`src/rtl/dda_pkg.sv`:
```
package dda_pkg;
    typedef enum logic [1:0] {
        PH_IDLE = 2'd0,
        PH_RUN  = 2'd1,
        PH_FIN  = 2'd2
    } phase_e;
endpackage

```
`src/rtl/dda_ticker.sv`:
```
// Shared iteration counter: flags the final iteration of a move.
module dda_ticker #(
    parameter int ACC_W = 4
) (
    input  logic clk,
    input  logic rst_n,
    input  logic clear,
    input  logic tick,
    output logic last
);
    typedef struct packed {
        logic [ACC_W-1:0] cnt;
    } tick_regs_t;

    tick_regs_t r_d, r_q;

    always_comb begin
        r_d = r_q;
        if (clear) begin
            r_d.cnt = '0;
        end else if (tick) begin
            r_d.cnt = r_q.cnt + 1'b1;
        end
    end

    always_ff @(posedge clk) begin
        if (!rst_n) r_q <= '0;
        else        r_q <= r_d;
    end

    assign last = tick && (r_q.cnt == {ACC_W{1'b1}});
endmodule

```
`src/rtl/dda_axis.sv`:
```
// One integrator: magnitude register, accumulator, carry-out step, phase FSM.
module dda_axis
    import dda_pkg::*;
#(
    parameter int ACC_W = 4,
    localparam int DW   = ACC_W + 1
) (
    input  logic          clk,
    input  logic          rst_n,
    input  logic          launch,
    input  logic          tick,
    input  logic          last,
    input  logic [DW-1:0] disp,
    output logic          step,
    output logic          dir,
    output logic          busy,
    output logic          done
);
    typedef struct packed {
        phase_e           ph;
        logic [ACC_W-1:0] mag;
        logic [ACC_W-1:0] acc;
        logic             dir;
        logic             step;
    } axis_regs_t;

    axis_regs_t r_d, r_q;
    logic [ACC_W:0] sum_v;
    logic [DW-1:0]  neg_v;

    always_comb begin
        r_d      = r_q;
        r_d.step = 1'b0;
        sum_v    = {1'b0, r_q.acc} + {1'b0, r_q.mag};
        neg_v    = ~disp + DW'(1);
        unique case (r_q.ph)
            PH_IDLE: begin
                if (launch) begin
                    r_d.ph  = PH_RUN;
                    r_d.acc = '0;
                    r_d.dir = disp[DW-1];
                    r_d.mag = disp[DW-1] ? neg_v[ACC_W-1:0] : disp[ACC_W-1:0];
                end
            end
            PH_RUN: begin
                if (tick) begin
                    r_d.acc  = sum_v[ACC_W-1:0];
                    r_d.step = sum_v[ACC_W];
                    if (last) r_d.ph = PH_FIN;
                end
            end
            PH_FIN: begin
                r_d.ph = PH_IDLE;
            end
            default: begin
                r_d.ph = PH_IDLE;
            end
        endcase
    end

    always_ff @(posedge clk) begin
        if (!rst_n) begin
            r_q    <= '0;
            r_q.ph <= PH_IDLE;
        end else begin
            r_q <= r_d;
        end
    end

    assign step = r_q.step;
    assign dir  = r_q.dir;
    assign busy = (r_q.ph == PH_RUN);
    assign done = (r_q.ph == PH_FIN);
endmodule

```
`src/rtl/dda_interp3.sv`:
```
// Multi-axis linear interpolator top: lockstep integrators sharing one ticker.
module dda_interp3 #(
    parameter int NAX   = 3,
    parameter int ACC_W = 4,
    localparam int DW   = ACC_W + 1
) (
    input  logic              clk,
    input  logic              rst_n,
    input  logic              start,
    input  logic              rate_en,
    input  logic [NAX*DW-1:0] disp,
    output logic [NAX-1:0]    step,
    output logic [NAX-1:0]    dir,
    output logic              busy,
    output logic              done
);
    logic [NAX-1:0] axis_busy;
    logic [NAX-1:0] axis_done;
    logic           launch;
    logic           run_tick;
    logic           last_tick;

    assign launch   = start && !axis_busy[0] && !axis_done[0];
    assign run_tick = rate_en && axis_busy[0];

    dda_ticker #(.ACC_W(ACC_W)) ticker_i (
        .clk   (clk),
        .rst_n (rst_n),
        .clear (launch),
        .tick  (run_tick),
        .last  (last_tick)
    );

    for (genvar g = 0; g < NAX; g++) begin : g_axis
        dda_axis #(.ACC_W(ACC_W)) axis_i (
            .clk    (clk),
            .rst_n  (rst_n),
            .launch (launch),
            .tick   (run_tick),
            .last   (last_tick),
            .disp   (disp[g*DW +: DW]),
            .step   (step[g]),
            .dir    (dir[g]),
            .busy   (axis_busy[g]),
            .done   (axis_done[g])
        );
    end

    assign busy = axis_busy[0];
    assign done = axis_done[0];
endmodule

```
`config.mk`:
```
export PLATFORM = sky130hd
export DESIGN_NAME = dda_interp3
export DESIGN_NICKNAME = d
export VERILOG_FILES = /design/src/rtl/dda_pkg.sv /design/src/rtl/dda_ticker.sv /design/src/rtl/dda_axis.sv /design/src/rtl/dda_interp3.sv
export SDC_FILE = /design/constraint.sdc
export NUM_CORES = 1
export LEC_CHECK = 0
export ABC_AREA = 1
export CORE_AREA = 2 2 91 93
export DETAILED_ROUTE_END_ITERATION = 8
export DIE_AREA = 0 0 93 95
export SLEW_MARGIN = 20
export SYNTH_ARGS = -nofsm -noshare
export SYNTH_HDL_FRONTEND = slang
export SYNTH_SLANG_ARGS = --single-unit
```
`constraint.sdc`:
```
create_clock -name clk -period 1.5 [get_ports clk]
set_clock_uncertainty 0.15 [all_clocks]
set_input_delay 0.3 -clock clk [delete_from_list [all_inputs] [get_ports clk]]
set_output_delay 0.3 -clock clk [all_outputs]
set_load 0.01 [all_outputs]
```
==> results.txt, run 1 <==
I/O Buffers = 26
Worst Tran Pin Value = 0.3377 ns
initial antenna violation count = 0
max_cap viols = 0
wire per inst = 9.912 um
Clk pwr share = 0.293
top cell type's share of synthesized area = 0.3515
leak pwr = 1.455 nW
fin worst setup slack = -0.02537 ns
GRT met1 Usage = 0.1280
Routed Antenna Nets = 0
CTS Sinks = 40
Initial Utilization = 0.2874
Final Critical Period = 1.525 ns
max-slew violation count = 0
cell area power density = 816.2 nW/um2
distinct cell type count after synthesis = 34
Skew-Pair Late Insertion Delay = 0.29 ns
drt initial violations = 64
Setup WS pre-CTS = -0.2942 ns
total grt overflow = 0
H-tree Lvls = 2
Cells after Synth = 311
Layout Nets = 411
Seq cells post-synth = 40
sw frac = 0.2912
# DRC = 0
final period utilization = 1.017
Async SR Flop Fraction = 0
Design Area, Final = 3120 um2
Longest Clk Path Bufs = 2
io pins = 27
Comb pwr share = 0.244
RSZ-0062 raised after global routing = yes
CP Max Fanout = 2
dpl cell area = 2907 um2
layout cells sized above 1 = 0.2406
Clock transition at path regs = 0.08 ns
Site Rows = 33
vias = 2100
sequential area share after synthesis = 0.3515
final cell utilization of the core = 0.3936
GRT Max-Usage Layer = met2
outcome = finished with violations
Setup CP Type = flip-flop to flip-flop
Critical Path Sink Type = flip-flop
Root Driver = clkbuf_8
Area Overhead vs Synth = 36.96%
relative slew slack = 0.7740
Hold Path Class = flip-flop to flip-flop
Core ar. = 7928 um2
dominant synthesized flop cell = dfxtp_1
Startpoint Class = flip-flop
aggregate negative setup slack = -0.02537 ns
internal power = 1.805 mW
Data arrival, critical path = 1.61 ns
final setup vio count = 1
routed vias/inst = 4.384
Netlist Area Pre-Place = 2278 um2
fmax = 655.6 MHz
Inserted Diodes = 0
Yosys top cell by area = dfxtp_1
filler cell count = 850
routability cong. = 0.7961
CTS tree = yes
Design Power = 2.547 mW
final hold vios = 0
syn_nets = 349
Peak VDD IR = 394.7 uV
synth warn = 0
net switching power = 0.7415 mW
Mapped Avg Cell Area = 7.326 um2
largest net degree at the start of global routing = 22
vias in the first global route = 1981
CTS buffer count = 5
WP data required = 1.59 ns
first drt pass iteration count = 4
hold-fix buffers at CTS = 0
met2 Usage GRT = 0.1975
Post-synth top cells = 59 x nand2_1, 44 x inv_1, 40 x dfxtp_1, 40 x nor2_1
Final Routed Wirelength = 4748 um
met3 Use GR = 0.02394
Post-synth EDFFs = 0
Flop pwr share = 0.463
die area = 8835 um2
hpwl dp = 3639 um
most numerous cell in the Yosys netlist = nand2_1
failing checks = setup timing
Chip Height = 95 um
top cells by area, synth = dfxtp_1 35%, nand2_1 9.7%, ha_1 8.8%
first-pass GRT wire length = 7935 um
die width = 93 um
GRT Overall Usage = 0.1093
==> cells in the final DEF, fill, tap and decap left out, drive strengths merged <==
master and instances:
a31oi 1, clkdlybuf4s50 17, clkbuf 9, dlygate4sd2 6, a21boi 1, clkdlybuf4s15 1
nor3 2, o21a 1, a21oi 23, o22ai 2, nor2 43, o21ai 21
nand3 22, dfxtp 40, a211oi 1, fa 3, or2 4, buf 38
inv 47, nand2 64, o211a 1, nor3b 1, dlymetal6s2s 1, ha 16
nand3b 3, clkinv 1, xor2 4, nand4 1
==> power groups by stage <==
stage | sequential [mW] | combinational, mW | clock, mW
6_report | 1.18 | 0.621 | 0.747
5_1_grt | 1.19 | 0.704 | 0.823
4_1_cts | 1.18 | 0.597 | 0.776
3_5_place_dp | 1.20 | 0.588 | 0
3_3_place_gp | 1.20 | 0.573 | 0
2_1_floorplan | 1.19 | 0.365 | 0
==> stage by stage <==
| step | std cells | hold WS, ns |
|---|---|---|
| 2_1_floorplan | 311 | 0.3009 |
| 3_3_place_gp | 467 | 0.3181 |
| 3_5_place_dp | 467 | 0.3229 |
| 4_1_cts | 476 | 0.3341 |
| 5_1_grt | 479 | 0.3527 |
| 6_report | 479 | 0.3317 |
==> kinds of logic (layout without fill, tap and decap cells) <==
logic type,Yosys count,after routing,share of synthesized area
AOI/OAI and AO/OA,51,51,0.1225
buffers and inverters,58,120,0.1109
adders and majority gates,19,19,0.1142
xor gates and xnor gates,4,4,0.01537
and+or+nand+nor,139,140,0.2856
DFF,40,40,0.3515
==> layout make-up <==
| type | count | area (um2) | area share |
|---|---|---|---|
| clock buffer | 8 | 90.09 | 0.02887 |
| inverter | 48 | 185.2 | 0.05934 |
| multi-input combinational | 214 | 1344 | 0.4306 |
| sequential | 40 | 814.5 | 0.2610 |
| tap | 105 | 131.4 | 0.04210 |
| timing repair buffer | 64 | 555.5 | 0.1780 |
==> layer usage <==
metal | vias up | share of wire | routed length (um)
met3 | 6 | 0.027 | 127
met1 | 967 | 0.48 | 2277
met4 | 0 | 0.013 | 60
met2 | 20 | 0.48 | 2283
met5 | - | 0 | 0
li1 | 1107 | - | -
==> registers in the layout, indices dropped and copies added (netlist names) <==
| signal | flops |
|---|---|
| g_axis.axis_i.step | 3 |
| g_axis.axis_i.r_q | 30 |
| ticker_i.r_q | 4 |
| g_axis.axis_i.dir | 3 |
==> final timing paths <==
| check | cells after the start | endpoint | from | slack, ns |
|---|---|---|---|---|
| max | 6 | g_axis[0].axis_i.step | g_axis[0].axis_i.r_q[2] | -0.03 |
| min | 2 | g_axis[2].axis_i.r_q[4] | g_axis[2].axis_i.r_q[4] | 0.33 |
| max reg2reg | 6 | g_axis[0].axis_i.step | g_axis[0].axis_i.r_q[2] | -0.03 |
| min reg2reg | 2 | g_axis[2].axis_i.r_q[4] | g_axis[2].axis_i.r_q[4] | 0.33 |
==> critical path: stages, from the launching register on <==
cell and delay, ns:
dfxtp_2 0.36, ha_4 0.14, inv_2 0.03, fa_2 0.33, or2_4 0.25, a21oi_2 0.11
o21a_1 0.11
==> repair_timing <==
action,CTS,global route
pin swaps,7,9
resized for setup,23,21
buffers inserted,1,2
endpoints found under the setup margin,17,17
cloned,0,1
Note: power is estimated with default switching activity, not from simulation.
==> run 2, diff against run 1 <==
--- a/config.mk
+++ b/config.mk
@@ -9,6 +9,7 @@
 export CORE_AREA = 2 2 91 93
 export DETAILED_ROUTE_END_ITERATION = 8
 export DIE_AREA = 0 0 93 95
+export MAX_ROUTING_LAYER = met4
 export SLEW_MARGIN = 20
 export SYNTH_ARGS = -nofsm -noshare
 export SYNTH_HDL_FRONTEND = slang
==> run 2 against run 1 <==
- the run still ends with setup timing left
- count of clock-buffer cells in the layout is the same
- sequential share of layout area unchanged
- flip-flop and latch count unchanged
- combinational power about the same
- fmax did not move
==> results.txt, run 2 (same netlist as run 1, synthesis figures left out) <==
Layout Nets = 411
Inserted Diodes = 0
layout cells sized above 1 = 0.2406
Chip Height = 95 um
Worst path max stage delay = 0.36 ns
total grt overflow = 0
CTS tree = yes
relative slew slack = 0.7740
worst reg-to-reg setup slack = -0.03 ns
final cell utilization of the core = 0.3936
outcome = finished with violations
Routed Antenna Nets = 0
wire per inst = 9.912 um
Final Critical Period = 1.525 ns
RSZ-0062 raised after global routing = yes
initial antenna violation count = 0
final hold vios = 0
Longest Clk Path Bufs = 2
commonest non-fill, non-tap cell in the layout = nand2_1
cell area power density = 816.3 nW/um2
Area Overhead vs Synth = 36.96%
drt initial violations = 67
largest net degree at the start of global routing = 22
Critical Path Sink Type = flip-flop
Root Driver = clkbuf_8
Design Power = 2.547 mW
Largest register FFs = 30
Hold Path Class = flip-flop to flip-flop
max-slew violation count = 0
io pins = 27
final period utilization = 1.017
vias = 2100
# DRC = 0
die area = 8835 um2
most frequent cells in the layout = 59 x nand2_1, 39 x inv_1, 39 x nor2_1
fin worst setup slack = -0.02537 ns
leak pwr = 1.455 nW
I/O Buffers = 26
fmax = 655.6 MHz
final setup vio count = 1
CP Max Fanout = 2
Initial Utilization = 0.2874
failing checks = setup timing
registers with the most flip-flops = g_axis.axis_i.r_q: 30 flops, ticker_i.r_q: 4 flops
first-pass GRT wire length = 7935 um
routability cong. = 0.8074
filler cell count = 850
max_cap viols = 0
Top reg by flops = g_axis.axis_i.r_q
Setup CP Type = flip-flop to flip-flop
GRT Overall Usage = 0.1125
Clock transition at path regs = 0.08 ns
Site Rows = 33
routed vias/inst = 4.384
die width = 93 um
Skew-Pair Late Insertion Delay = 0.29 ns
first drt pass iteration count = 4
Cell Chain, Critical Path = ha_4 > inv_2 > fa_2 > or2_4 > a21oi_2 > o21a_1
vias in the first global route = 1981
Data arrival, critical path = 1.61 ns
Final Routed Wirelength = 4748 um
Worst Tran Pin Value = 0.3377 ns
Peak VDD IR = 394.6 uV
H-tree Lvls = 2
CTS Sinks = 40
CP max stage cell = dfxtp_2
hpwl dp = 3639 um
WP data required = 1.59 ns
hold-fix buffers at CTS = 0
CTS buffer count = 5
Startpoint Class = flip-flop
aggregate negative setup slack = -0.02537 ns
Core ar. = 7928 um2
[run 2: cell counts in the layout (fill, tap and decap cells not counted)]
Identical to the previous run, type by type.
[run 2: layout make-up]
class	count	area, um2	share of cell area
Inverter	48	185.2	0.05934
Sequential cell	40	814.5	0.2610
Clock buffer	8	90.09	0.02887
Multi-Input combinational cell	214	1344	0.4306
Tap cell	105	131.4	0.04210
Timing Repair Buffer	64	555.5	0.1780
[run 2: timing repair]
action | CTS | global route
pin swaps | 7 | 9
endpoints found under the hold margin | 0 | 0
endpoints found under the setup margin | 17 | 17
setup buffers | 1 | 2
cloned | 0 | 1
gates resized for setup | 23 | 21
[run 2: metal layers]
layer / vias to the layer above / share of wire / GRT usage
li1: 1107 / - / -
met4: 0 / 0.012 / 0.03676
met2: 20 / 0.48 / 0.1975
met3: 6 / 0.027 / 0.02235
met5: - / 0 / -
met1: 967 / 0.48 / 0.1290
[run 2: stage by stage]
| stage | hold WS (ns) | cell area [um2] | setup WS [ns] | instances |
|---|---|---|---|---|
| final | 0.3317 | 3120 | -0.02537 | 479 |
| after global placement | 0.3181 | 2907 | -0.2772 | 467 |
| after floorplan | 0.3009 | 2312 | 0.007355 | 311 |
| after global routing | 0.3527 | 3120 | -0.08495 | 479 |
| after CTS | 0.3341 | 3039 | -0.03635 | 476 |
| after detailed placement | 0.3229 | 2907 | -0.2942 | 467 |
[run 2: power breakdown]
group | internal [mW] | switching (mW) | total (mW)
combinational | 0.295 | 0.326 | 0.621
clock | 0.376 | 0.372 | 0.748
sequential | 1.13 | 0.0438 | 1.18
[run 2: critical path: cells and delay by family (launching register included)]
family / cells / cell delay [ns]
adders and majority gates: 2 / 0.47
buffers and inverters: 1 / 0.03
DFF: 1 / 0.36
AOI/OAI and AO/OA: 2 / 0.22
and+or+nand+nor: 1 / 0.25
[run 2: path summary, 6_finish.rpt]
check | startpoint | end | depth (start not counted)
max reg2reg | g_axis[0].axis_i.r_q[2] | g_axis[0].axis_i.step | 6
min | g_axis[2].axis_i.r_q[4] | g_axis[2].axis_i.r_q[4] | 2
max | g_axis[0].axis_i.r_q[2] | g_axis[0].axis_i.step | 6
min reg2reg | g_axis[2].axis_i.r_q[4] | g_axis[2].axis_i.r_q[4] | 2
==> run 3, diff against run 2 <==
--- a/config.mk
+++ b/config.mk
@@ -6,10 +6,11 @@
 export NUM_CORES = 1
 export LEC_CHECK = 0
 export ABC_AREA = 1
-export CORE_AREA = 2 2 91 93
+export CORE_AREA = 2 2 71 73
 export DETAILED_ROUTE_END_ITERATION = 8
-export DIE_AREA = 0 0 93 95
+export DIE_AREA = 0 0 73 75
 export MAX_ROUTING_LAYER = met4
+export PLACE_DENSITY = 0.74
 export SLEW_MARGIN = 20
 export SYNTH_ARGS = -nofsm -noshare
 export SYNTH_HDL_FRONTEND = slang
==> run 3 against run 2 <==
- the run still ends with setup timing left
- sequential share of layout area is 0.28 points higher
- clock power is 2% higher
- hold slack gained 0.0025 ns
- cell count shrank 10%
- largest cell class unchanged
- critical path depth unchanged
- combinational power increased by 3.4%
- core utilization grew 27 points
- design area down 1.2%
- flip-flop and latch count unchanged
==> results.txt, run 3 (same netlist as run 1, synthesis figures left out) <==
outcome = finished with violations
failing checks = setup timing
# DRC = 0
first-pass GRT wire length = 7955 um
R2R depth = 6
CTS Sinks = 40
registers with the most flip-flops = g_axis.axis_i.r_q: 30 flops, ticker_i.r_q: 4 flops
CTS tree = yes
Placed Cells = 411
routed vias/inst = 4.888
layout cells sized above 1 = 0.2480
routability cong. = 0.8667
Area Overhead vs Synth = 35.31%
RSZ-0062 raised after global routing = yes
die area = 5475 um2
Peak VDD IR = 676.8 uV
Hold Path Class = flip-flop to flip-flop
hold-critical path depth = 2
Critical Path Sink Type = flip-flop
io pins = 27
Root Driver = clkbuf_8
WP data required = 1.60 ns
most frequent cells in the layout = 56 x nand2_1, 39 x inv_1, 38 x nor2_1
hold_ws = 0.3342 ns
Worst Hold Launch = g_axis[1].axis_i.dir
final period utilization = 1.027
Final Non-Filler Cells = 429
wire per inst = 11.97 um
hpwl dp = 3508 um
relative slew slack = 0.7209
initial antenna violation count = 0
final hold vios = 0
vias = 2097
GRT Overall Usage = 0.1956
Worst Hold End = g_axis[1].axis_i.dir
filler cell count = 359
Inserted Diodes = 0
Core ar. = 4661 um2
reg2reg end = g_axis[0].axis_i.step
cell area power density = 839.0 nW/um2
Final Routed Wirelength = 5136 um
Longest Clk Path Bufs = 2
vias in the first global route = 1836
worst reg-to-reg setup slack = -0.04 ns
I/O Buffers = 26
fmax = 649.4 MHz
Setup CP Type = flip-flop to flip-flop
Layout Nets = 412
final setup vio count = 5
Startpoint Class = flip-flop
Top reg by flops = g_axis.axis_i.r_q
Site Rows = 25
CP Max Fanout = 2
H-tree Lvls = 2
Data arrival, critical path = 1.64 ns
leak pwr = 1.470 nW
CTS buffer count = 5
Worst Tran Pin Value = 0.4171 ns
Skew-Pair Late Insertion Delay = 0.30 ns
Initial Utilization = 0.4889
Final Critical Period = 1.540 ns
Largest register FFs = 30
max_cap viols = 0
die width = 73 um
total grt overflow = 0
Clock transition at path regs = 0.08 ns
Chip Height = 75 um
drt initial violations = 144
max-slew violation count = 0
first drt pass iteration count = 4
fin worst setup slack = -0.03981 ns
FF-to-FF Start = g_axis[0].axis_i.r_q[6]
Routed Antenna Nets = 0
largest net degree at the start of global routing = 16
commonest non-fill, non-tap cell in the layout = nand2_1
run 3: cell count changes in the layout (fill, tap and decap cells not counted), moves of 2 or more:
cell,previous run,this run
buf_4,35,33
buf_6,2,4
inv_2,7,4
inv_4,0,3
nand2_1,59,56
nand2_2,2,5
nand3_2,3,1
o21ai_0,17,14
o21ai_1,4,6
run 3: what timing repair did:
item,CTS,global route
pin swaps,13,16
endpoints found under the setup margin,17,20
gates cloned,0,2
resized for setup,26,30
hold buffers,0,0
buffers inserted,2,6
run 3: worst max path at each step:
stage / startpoint / end / slack, ns / cells past startpoint
after global routing: g_axis[0].axis_i.r_q[6] / g_axis[0].axis_i.step / -0.11 / 6
after detailed placement: start / g_axis[1].axis_i.r_q[8] / -0.32 / 8
final: g_axis[0].axis_i.r_q[6] / g_axis[0].axis_i.step / -0.04 / 6
after floorplan: g_axis[1].axis_i.r_q[6] / g_axis[1].axis_i.r_q[3] / 0.007 / 6
after global placement: start / g_axis[1].axis_i.r_q[8] / -0.28 / 8
after CTS: g_axis[1].axis_i.r_q[2] / g_axis[1].axis_i.step / -0.07 / 6
run 3: power breakdown:
part | leakage, nW | total (mW) | switching (mW) | internal (mW)
sequential | 0.331 | 1.18 | 0.0464 | 1.13
combinational | 1.09 | 0.642 | 0.346 | 0.296
clock | 0.0455 | 0.764 | 0.388 | 0.376
run 3: through the flow:
stage / TNS [ns] / setup WS (ns) / power [mW] / cell area [um2] / utilization
floorplan: 0 / 0.007355 / 1.556 / 2312 / -
global placement: -6.054 / -0.2760 / 1.745 / 2805 / 0.6019
detailed placement: -6.919 / -0.3162 / 1.765 / 2805 / 0.6019
CTS: -0.2926 / -0.06839 / 2.523 / 2950 / 0.6330
global route: -0.6368 / -0.1095 / 2.732 / 3083 / 0.6615
finish: -0.1056 / -0.03981 / 2.587 / 3083 / 0.6615
run 3: critical path: stages, from the launching register on:
cell	delay, ns
dfxtp_2	0.36
ha_4	0.14
inv_2	0.03
fa_2	0.33
or2_4	0.25
a21oi_2	0.12
o21a_1	0.11
run 3: final cells by class:
type	count	area [um2]	share of cell area
multi-input cells	215	1361	0.4416
flip-flops and latches	40	813.3	0.2638
repair buffers	64	558.0	0.1810
inverters	48	192.7	0.06250
clock buffers	8	90.09	0.02922
well taps	54	67.56	0.02192
run 3: metal layers:
metal	vias up	share of wire	track usage
li1	1121	-	-
met1	933	0.48	0.2437
met2	37	0.48	0.3083
met3	6	0.037	0.05221
met4	0	0.010	0.06584
met5	-	0	-
